## src/rtl/i2cs_pkg.sv

```systemverilog
package i2cs_pkg;
    localparam int BYTE_W = 8;
    localparam int CNT_W  = $clog2(BYTE_W);
    localparam logic [4:0] DEV_PREFIX = 5'b01101;

    typedef logic [BYTE_W-1:0] byte_t;

    typedef enum logic [2:0] {
        ST_IDLE,
        ST_RECV,
        ST_SACK,
        ST_SEND,
        ST_MACK
    } state_t;

    typedef struct packed {
        logic sda;
        logic scl_rise;
        logic scl_fall;
        logic start;
        logic stop;
    } bus_ev_t;

    function automatic logic addr_hit(input logic [6:0] a, input logic hi, input logic lo);
        return a == {DEV_PREFIX, hi, lo};
    endfunction
endpackage

```

## src/rtl/i2cs_sync.sv

```systemverilog
module i2cs_sync #(
    parameter int STAGES = 2
) (
    input  logic clk,
    input  logic rst,
    input  logic d,
    output logic q
);
    logic [STAGES-1:0] chain;

    always_ff @(posedge clk) begin
        if (rst) chain <= '1;
        else     chain <= {chain[STAGES-2:0], d};
    end

    assign q = chain[STAGES-1];
endmodule

```

## src/rtl/i2cs_line_events.sv

```systemverilog
module i2cs_line_events
    import i2cs_pkg::*;
#(
    parameter int SYNC_STAGES = 2
) (
    input  logic    clk,
    input  logic    rst,
    input  logic    scl_i,
    input  logic    sda_i,
    output bus_ev_t ev
);
    localparam int LINES = 2;

    logic [LINES-1:0] raw;
    logic [LINES-1:0] cur;
    logic [LINES-1:0] prev;

    assign raw = {sda_i, scl_i};

    for (genvar i = 0; i < LINES; i++) begin : g_line
        i2cs_sync #(.STAGES(SYNC_STAGES)) u_sync (
            .clk(clk),
            .rst(rst),
            .d  (raw[i]),
            .q  (cur[i])
        );
    end

    always_ff @(posedge clk) begin
        if (rst) prev <= '1;
        else     prev <= cur;
    end

    always_comb begin
        ev.sda      = cur[1];
        ev.scl_rise = cur[0] & ~prev[0];
        ev.scl_fall = ~cur[0] & prev[0];
        ev.start    = cur[0] & prev[0] & prev[1] & ~cur[1];
        ev.stop     = cur[0] & prev[0] & ~prev[1] & cur[1];
    end
endmodule

```

## src/rtl/i2cs_port.sv

```systemverilog
module i2cs_port
    import i2cs_pkg::*;
#(
    parameter int SYNC_STAGES = 2
) (
    input  logic        clk,
    input  logic        rst,
    input  logic        scl_i,
    input  logic        sda_i,
    input  logic        addr_pin_hi,
    input  logic        addr_pin_lo,
    output logic        sda_oe,
    output logic        rx_valid,
    output logic [7:0]  rx_data,
    output logic        rx_first,
    input  logic        rx_accept,
    output logic        tx_req,
    input  logic [7:0]  tx_data
);
    localparam logic [CNT_W-1:0] LAST_BIT = CNT_W'(BYTE_W - 1);

    bus_ev_t          ev;
    state_t           state;
    logic [CNT_W-1:0] cnt;
    byte_t            sh;
    logic             is_addr;
    logic             rw;
    logic             first;
    logic             phase;
    logic             byte_done;
    logic             hit;

    i2cs_line_events #(.SYNC_STAGES(SYNC_STAGES)) u_ev (
        .clk  (clk),
        .rst  (rst),
        .scl_i(scl_i),
        .sda_i(sda_i),
        .ev   (ev)
    );

    assign byte_done = (state == ST_RECV) && ev.scl_rise && (cnt == LAST_BIT) && !ev.start && !ev.stop;
    assign hit       = addr_hit(sh[6:0], addr_pin_hi, addr_pin_lo);
    assign rx_data   = {sh[6:0], ev.sda};
    assign rx_valid  = byte_done && !is_addr;
    assign rx_first  = first;
    assign tx_req    = (byte_done && is_addr && hit && ev.sda)
                     || ((state == ST_MACK) && ev.scl_rise && !ev.sda && !phase && !ev.start && !ev.stop);

    always_ff @(posedge clk) begin
        if (rst) begin
            state   <= ST_IDLE;
            cnt     <= '0;
            sh      <= '0;
            is_addr <= 1'b0;
            rw      <= 1'b0;
            first   <= 1'b0;
            phase   <= 1'b0;
            sda_oe  <= 1'b0;
        end else if (ev.stop) begin
            state  <= ST_IDLE;
            sda_oe <= 1'b0;
        end else if (ev.start) begin
            state   <= ST_RECV;
            is_addr <= 1'b1;
            cnt     <= '0;
            sda_oe  <= 1'b0;
        end else begin
            unique case (state)
                ST_RECV: begin
                    if (ev.scl_rise) begin
                        sh  <= {sh[6:0], ev.sda};
                        cnt <= cnt + 1'b1;
                        if (cnt == LAST_BIT) begin
                            phase <= 1'b0;
                            if (is_addr) begin
                                if (hit) begin
                                    rw    <= ev.sda;
                                    first <= 1'b1;
                                    state <= ST_SACK;
                                    if (ev.sda) sh <= tx_data;
                                end else begin
                                    state <= ST_IDLE;
                                end
                            end else begin
                                first <= 1'b0;
                                state <= rx_accept ? ST_SACK : ST_IDLE;
                            end
                        end
                    end
                end
                ST_SACK: begin
                    if (ev.scl_fall) begin
                        if (!phase) begin
                            sda_oe <= 1'b1;
                            phase  <= 1'b1;
                        end else begin
                            phase <= 1'b0;
                            cnt   <= '0;
                            if (rw) begin
                                state  <= ST_SEND;
                                sda_oe <= ~sh[7];
                            end else begin
                                state   <= ST_RECV;
                                is_addr <= 1'b0;
                                sda_oe  <= 1'b0;
                            end
                        end
                    end
                end
                ST_SEND: begin
                    if (ev.scl_fall) begin
                        if (cnt == LAST_BIT) begin
                            sda_oe <= 1'b0;
                            phase  <= 1'b0;
                            state  <= ST_MACK;
                        end else begin
                            sh     <= {sh[6:0], 1'b0};
                            sda_oe <= ~sh[6];
                            cnt    <= cnt + 1'b1;
                        end
                    end
                end
                ST_MACK: begin
                    if (ev.scl_rise && !phase) begin
                        if (!ev.sda) begin
                            sh    <= tx_data;
                            phase <= 1'b1;
                        end else begin
                            state <= ST_IDLE;
                        end
                    end else if (ev.scl_fall && phase) begin
                        phase  <= 1'b0;
                        cnt    <= '0;
                        state  <= ST_SEND;
                        sda_oe <= ~sh[7];
                    end
                end
                default: begin
                    sda_oe <= 1'b0;
                end
            endcase
        end
    end
endmodule

```

## config.mk

```make
export PLATFORM = sky130hd
export DESIGN_NAME = i2cs_port
export DESIGN_NICKNAME = d
export VERILOG_FILES = /design/src/rtl/i2cs_pkg.sv /design/src/rtl/i2cs_sync.sv /design/src/rtl/i2cs_line_events.sv /design/src/rtl/i2cs_port.sv
export SDC_FILE = /design/constraint.sdc
export NUM_CORES = 1
export LEC_CHECK = 0
export ABC_AREA = 1
export BUFFER_PORTS_ARGS = -buffer_cell sky130_fd_sc_hd__buf_4
export CORE_UTILIZATION = 44
export CTS_CLUSTER_SIZE = 10
export DETAILED_ROUTE_END_ITERATION = 8
export GPL_ROUTABILITY_DRIVEN = 0
export HOLD_SLACK_MARGIN = 0.06
export PLACE_DENSITY = 0.74
export SETUP_SLACK_MARGIN = 0.2
export SLEW_MARGIN = 40
export SYNTH_ARGS = -nofsm -noshare
export SYNTH_HDL_FRONTEND = slang
export SYNTH_HIERARCHICAL = 1
export SYNTH_SLANG_ARGS = --single-unit
```

## constraint.sdc

```tcl
create_clock -name clk -period 1.7 [get_ports clk]
set_clock_uncertainty 0.15 [all_clocks]
set_input_delay 0.34 -clock clk [delete_from_list [all_inputs] [get_ports clk]]
set_output_delay 0.34 -clock clk [all_outputs]
set_load 0.005 [all_outputs]
```

==> metrics.log <==
INFO  metric max_freq = about 510 MHz
INFO  metric hold_viol_final = 0
INFO  metric synth-edff-count = 0
INFO  metric reg2regPathDepth = 13
INFO  metric syn-instance-count = approximately 310
INFO  metric vias_per_cell = 5.071
INFO  metric cap_viol_max_count = 0
INFO  metric num_rows = 23
INFO  metric clk_path_buf_depth = 2
INFO  metric globalRoute.totalOverflow = 0
INFO  metric totalWireLength = 5211 um
INFO  metric clock_buffers_created_by_tritoncts = 3
INFO  metric drv_slew = 0
INFO  metric groute.usage.overall = 0.2347
INFO  metric worst_path_dominant_cell_family = flip-flops
INFO  metric dominant_combinational_cell_family_by_area_after_synthesis = simple AND/OR/NAND/NOR gates
INFO  metric clock_sinks = 25
INFO  metric synthArstFlopShare = 0
INFO  metric synth.most_common_cell = sky130_fd_sc_hd__nand2_1
INFO  metric drt_first_iter_violations = 105
INFO  metric simple_logic_cell_fraction_of_the_synthesized_area = 0.4282
INFO  metric min_path_cells = 3
INFO  metric comb_power_share = 0.612
INFO  metric place.detailed.instances = 400
INFO  metric rsz_0062_raised_after_global_routing = yes
INFO  metric total_power = roughly 3200 uW
INFO  metric die-height = roughly 68 um
INFO  metric synth.area.mux_share = 0
INFO  metric final.min_clock_period = 1.974 ns
INFO  metric via_count = between 2,000 and 2,500
INFO  metric area.growth.synth_to_final = 41.03%
INFO  metric final_setup_fails = 15
INFO  metric regToRegEndpoint = sh[0]
INFO  metric grt_pass1_wl = just over 8000 um
INFO  metric path_common_cell = sky130_fd_sc_hd__ha_4
INFO  metric ff2ff_setup_slack = -0.24 ns
INFO  metric final_min_period_over_clock_period = 1.161
INFO  metric internal_power = 1781 uW
INFO  metric fin_util = 0.6571
INFO  metric yosys_register_bits = 25
INFO  metric coreArea = 4058 um^2
INFO  metric slowest_delay = 0.37 ns
INFO  metric wire_per_inst = 12.74 um
INFO  metric worst_slack = -0.2742 ns
INFO  metric worst-endpoint-arrival = 1.48 ns
INFO  metric path_cells = ha_4, ha_4, nand4_1, inv_2, nand3_2, o21ai_1, buf_4
INFO  metric drt_first_pass_iters = 4
INFO  metric stdcell_area = 2666 um^2
INFO  metric critPathBufInv = 2
INFO  metric synth-seq-area-share = 0.2647
INFO  metric cts.htree.levels = 1
INFO  metric number_of_global_route_vias_before_repair = approximately 1,800
INFO  metric critical_path.reg2reg.startpoint = cnt[1]
INFO  metric p_sw = 1441 uW
INFO  metric hold_end = u_ev/g_line[1].u_sync/chain[0]
INFO  metric effective_utilization_at_floorplan = 0.4659
INFO  metric power_density = 1208 nW/um^2
INFO  metric antenna_found_initial = 0
INFO  metric clkTransAtPathRegs = roughly 0.090 ns
INFO  metric relative_slew_slack = 0.6440
INFO  metric hpwlAfterDp = roughly 3700 um
INFO  metric clk-insertion-delay-late = 0.28 ns
INFO  metric vdd.ir_drop.worst = just under 0.7 mV
INFO  metric synth.net_count = 325
INFO  metric synth_warnings = 6
INFO  metric min-delay-path-class = input port to flip-flop
INFO  metric drc_errors = 0
INFO  metric synth.cell_area = 1891 um^2
INFO  metric grt_start_max_net_pins = 15
INFO  metric p_sw_frac = 0.4472
INFO  metric hold_start = sda_i
INFO  metric port_buffers = 26
INFO  metric cp_max_fo = 3
INFO  metric synth_compound_gate_area_share = 0.1363
INFO  metric num_io_pins = 27
INFO  metric criticalPathCategory = flip-flop to primary output
INFO  metric synth_fa_ha_area_frac = 0.01324
INFO  metric synth_area_leader_cell = sky130_fd_sc_hd__dfxtp_1
INFO  metric leakagePower = 0.001326 uW
INFO  metric die-width = 67.55 um
INFO  metric dpl-instance-area = 2401 um^2
INFO  metric instances_no_fill = 409
INFO  metric synth_top_flop_cell = sky130_fd_sc_hd__dfxtp_1
INFO  metric critical_path.slowest_cell = sky130_fd_sc_hd__dfxtp_2
INFO  metric clkPwrFrac = 0.116
INFO  metric cts_tree = done
INFO  metric cts-root-buf = sky130_fd_sc_hd__clkbuf_8
INFO  metric post_synth_xor_area_fraction = 0
INFO  metric synth_top_area_share = 0.2647
INFO  metric die-area = 4563 um^2
INFO  metric violations_in_the_final_reports = negative setup slack
INFO  metric seq_power_share = 0.272
INFO  metric run_status = complete, but fails checks
INFO  metric postSynthAreaPerCell = 6.138 um^2
INFO  metric crit_path_start_kind = flip-flop
INFO  metric worst_ep_required_time = 1.21 ns
INFO  metric synth_top_cells_by_count = sky130_fd_sc_hd__nand2_1 (84), sky130_fd_sc_hd__inv_1 (50), sky130_fd_sc_hd__nor2_1 (44)
INFO  metric critical_path.endpoint_type = primary output
INFO  metric drt.antenna.violating_nets = 0
INFO  metric design.final.nets = 377
INFO  metric tightest_slew = 0.5333 ns
INFO  metric post_synth_num_cell_types = 30
INFO  metric yosys-top-cells-area = sky130_fd_sc_hd__dfxtp_1 (26%), sky130_fd_sc_hd__nand2_1 (17%), sky130_fd_sc_hd__inv_1 (9.9%)
INFO  metric final_layout_size_suffix_gt1_frac = 0.4290
INFO  metric antenna-diode-count = 0
-- final cells by class --
cell class                 count  area [um^2]
inverter                      54        207.7
timing repair buffer          60        504.2
multi-input combinational    216         1334
clock inverter                 1        5.005
tap                           50        62.56
clock buffer                   3        41.29
sequential                    25        511.7
fill                         354         1391
-- worst max-delay path by stage --
stage / end / depth (start not counted) / startpoint / slack (ns)
2_1_floorplan: sh[1] / 10 / cnt[0] / 0.04
3_3_place_gp: sh[0] / 12 / u_ev/g_line[1].u_sync/chain[1] / -0.01
3_5_place_dp: sh[0] / 12 / u_ev/g_line[1].u_sync/chain[1] / -0.04
4_1_cts: tx_req / 7 / cnt[0] / -0.28
5_1_grt: tx_req / 9 / u_ev/g_line[1].u_sync/chain[1] / -0.37
6_report: tx_req / 7 / cnt[1] / -0.27
-- flip-flops by register name, indices dropped and copies added, names as in the netlist --
register and flops:
cnt 3, rx_first 1, rw 1, u_ev/prev 2
state 3, sda_oe 1, sh 8, u_ev/g_line.u_sync/chain 4
phase 1, is_addr 1
-- worst min-delay path, stage by stage --
cell,delay [ns]
sky130_fd_sc_hd__buf_4,0.07
sky130_fd_sc_hd__inv_1,0.03
sky130_fd_sc_hd__nand2_1,0.04
-- layer usage --
metal	wire length (um)	global-route usage	part of all wire
met1	2298	0.3053	0.44
met5	0	0	0
met3	322	0.03378	0.062
met4	167	0.09043	0.032
met2	2423	0.3861	0.46
-- stage by stage --
stage,TNS [ns],worst slack (ns),hold WS (ns)
after floorplan,0,0.03719,0.2365
after global placement,-0.01626,-0.01126,0.2433
after detailed placement,-0.1929,-0.04214,0.2546
after CTS,-2.192,-0.2830,0.07237
after global routing,-3.910,-0.3676,0.08000
final,-2.589,-0.2742,0.07568
-- cell usage in the layout, fill, tap and decap left out, types with 2 or more instances in the layout --
cell type                  count
sky130_fd_sc_hd__dfxtp_2       9
sky130_fd_sc_hd__inv_2         7
sky130_fd_sc_hd__buf_12        2
sky130_fd_sc_hd__nor3_2        2
sky130_fd_sc_hd__clkbuf_8      3
sky130_fd_sc_hd__a21oi_1       6
sky130_fd_sc_hd__nand4_1       4
sky130_fd_sc_hd__nor2_4       13
sky130_fd_sc_hd__inv_1        45
sky130_fd_sc_hd__nor2_2       12
sky130_fd_sc_hd__inv_4         2
sky130_fd_sc_hd__buf_4        55
sky130_fd_sc_hd__nor2_1       25
sky130_fd_sc_hd__nand3_2      10
sky130_fd_sc_hd__o21ai_0      12
sky130_fd_sc_hd__o22ai_1       2
sky130_fd_sc_hd__nand2_2      12
sky130_fd_sc_hd__nand2_4       7
sky130_fd_sc_hd__nand2_1      69
sky130_fd_sc_hd__ha_4          2
sky130_fd_sc_hd__o21ai_1       4
sky130_fd_sc_hd__nor3_1        2
sky130_fd_sc_hd__nand3_1      16
sky130_fd_sc_hd__a21oi_2       9
sky130_fd_sc_hd__dfxtp_1      16
-- kinds of logic (layout without fill, tap and decap cells) --
logic type | count (synthesis) | count (layout)
DFF | 25 | 25
and+or+nand+nor | 175 | 175
AOI/OAI and AO/OA | 39 | 39
buffers and inverters | 67 | 118
adders and majority gates | 2 | 2
-- power by group through the flow --
stage	clock [uW]	sequential [uW]	combinational, uW
6_report	374	876	1970
5_1_grt	407	902	2160
4_1_cts	384	865	1740
3_5_place_dp	0	876	1650
3_3_place_gp	0	869	1630
2_1_floorplan	0	864	1210
-- what timing repair did --
item | in CTS | in global routing
gates resized for setup | 25 | 35
gates cloned | 0 | 1
hold buffers | 0 | 0
buffers inserted | 3 | 1
endpoints found under the setup margin | 18 | 22
pin swaps | 19 | 12
Note: power is estimated with default switching activity, not from simulation.
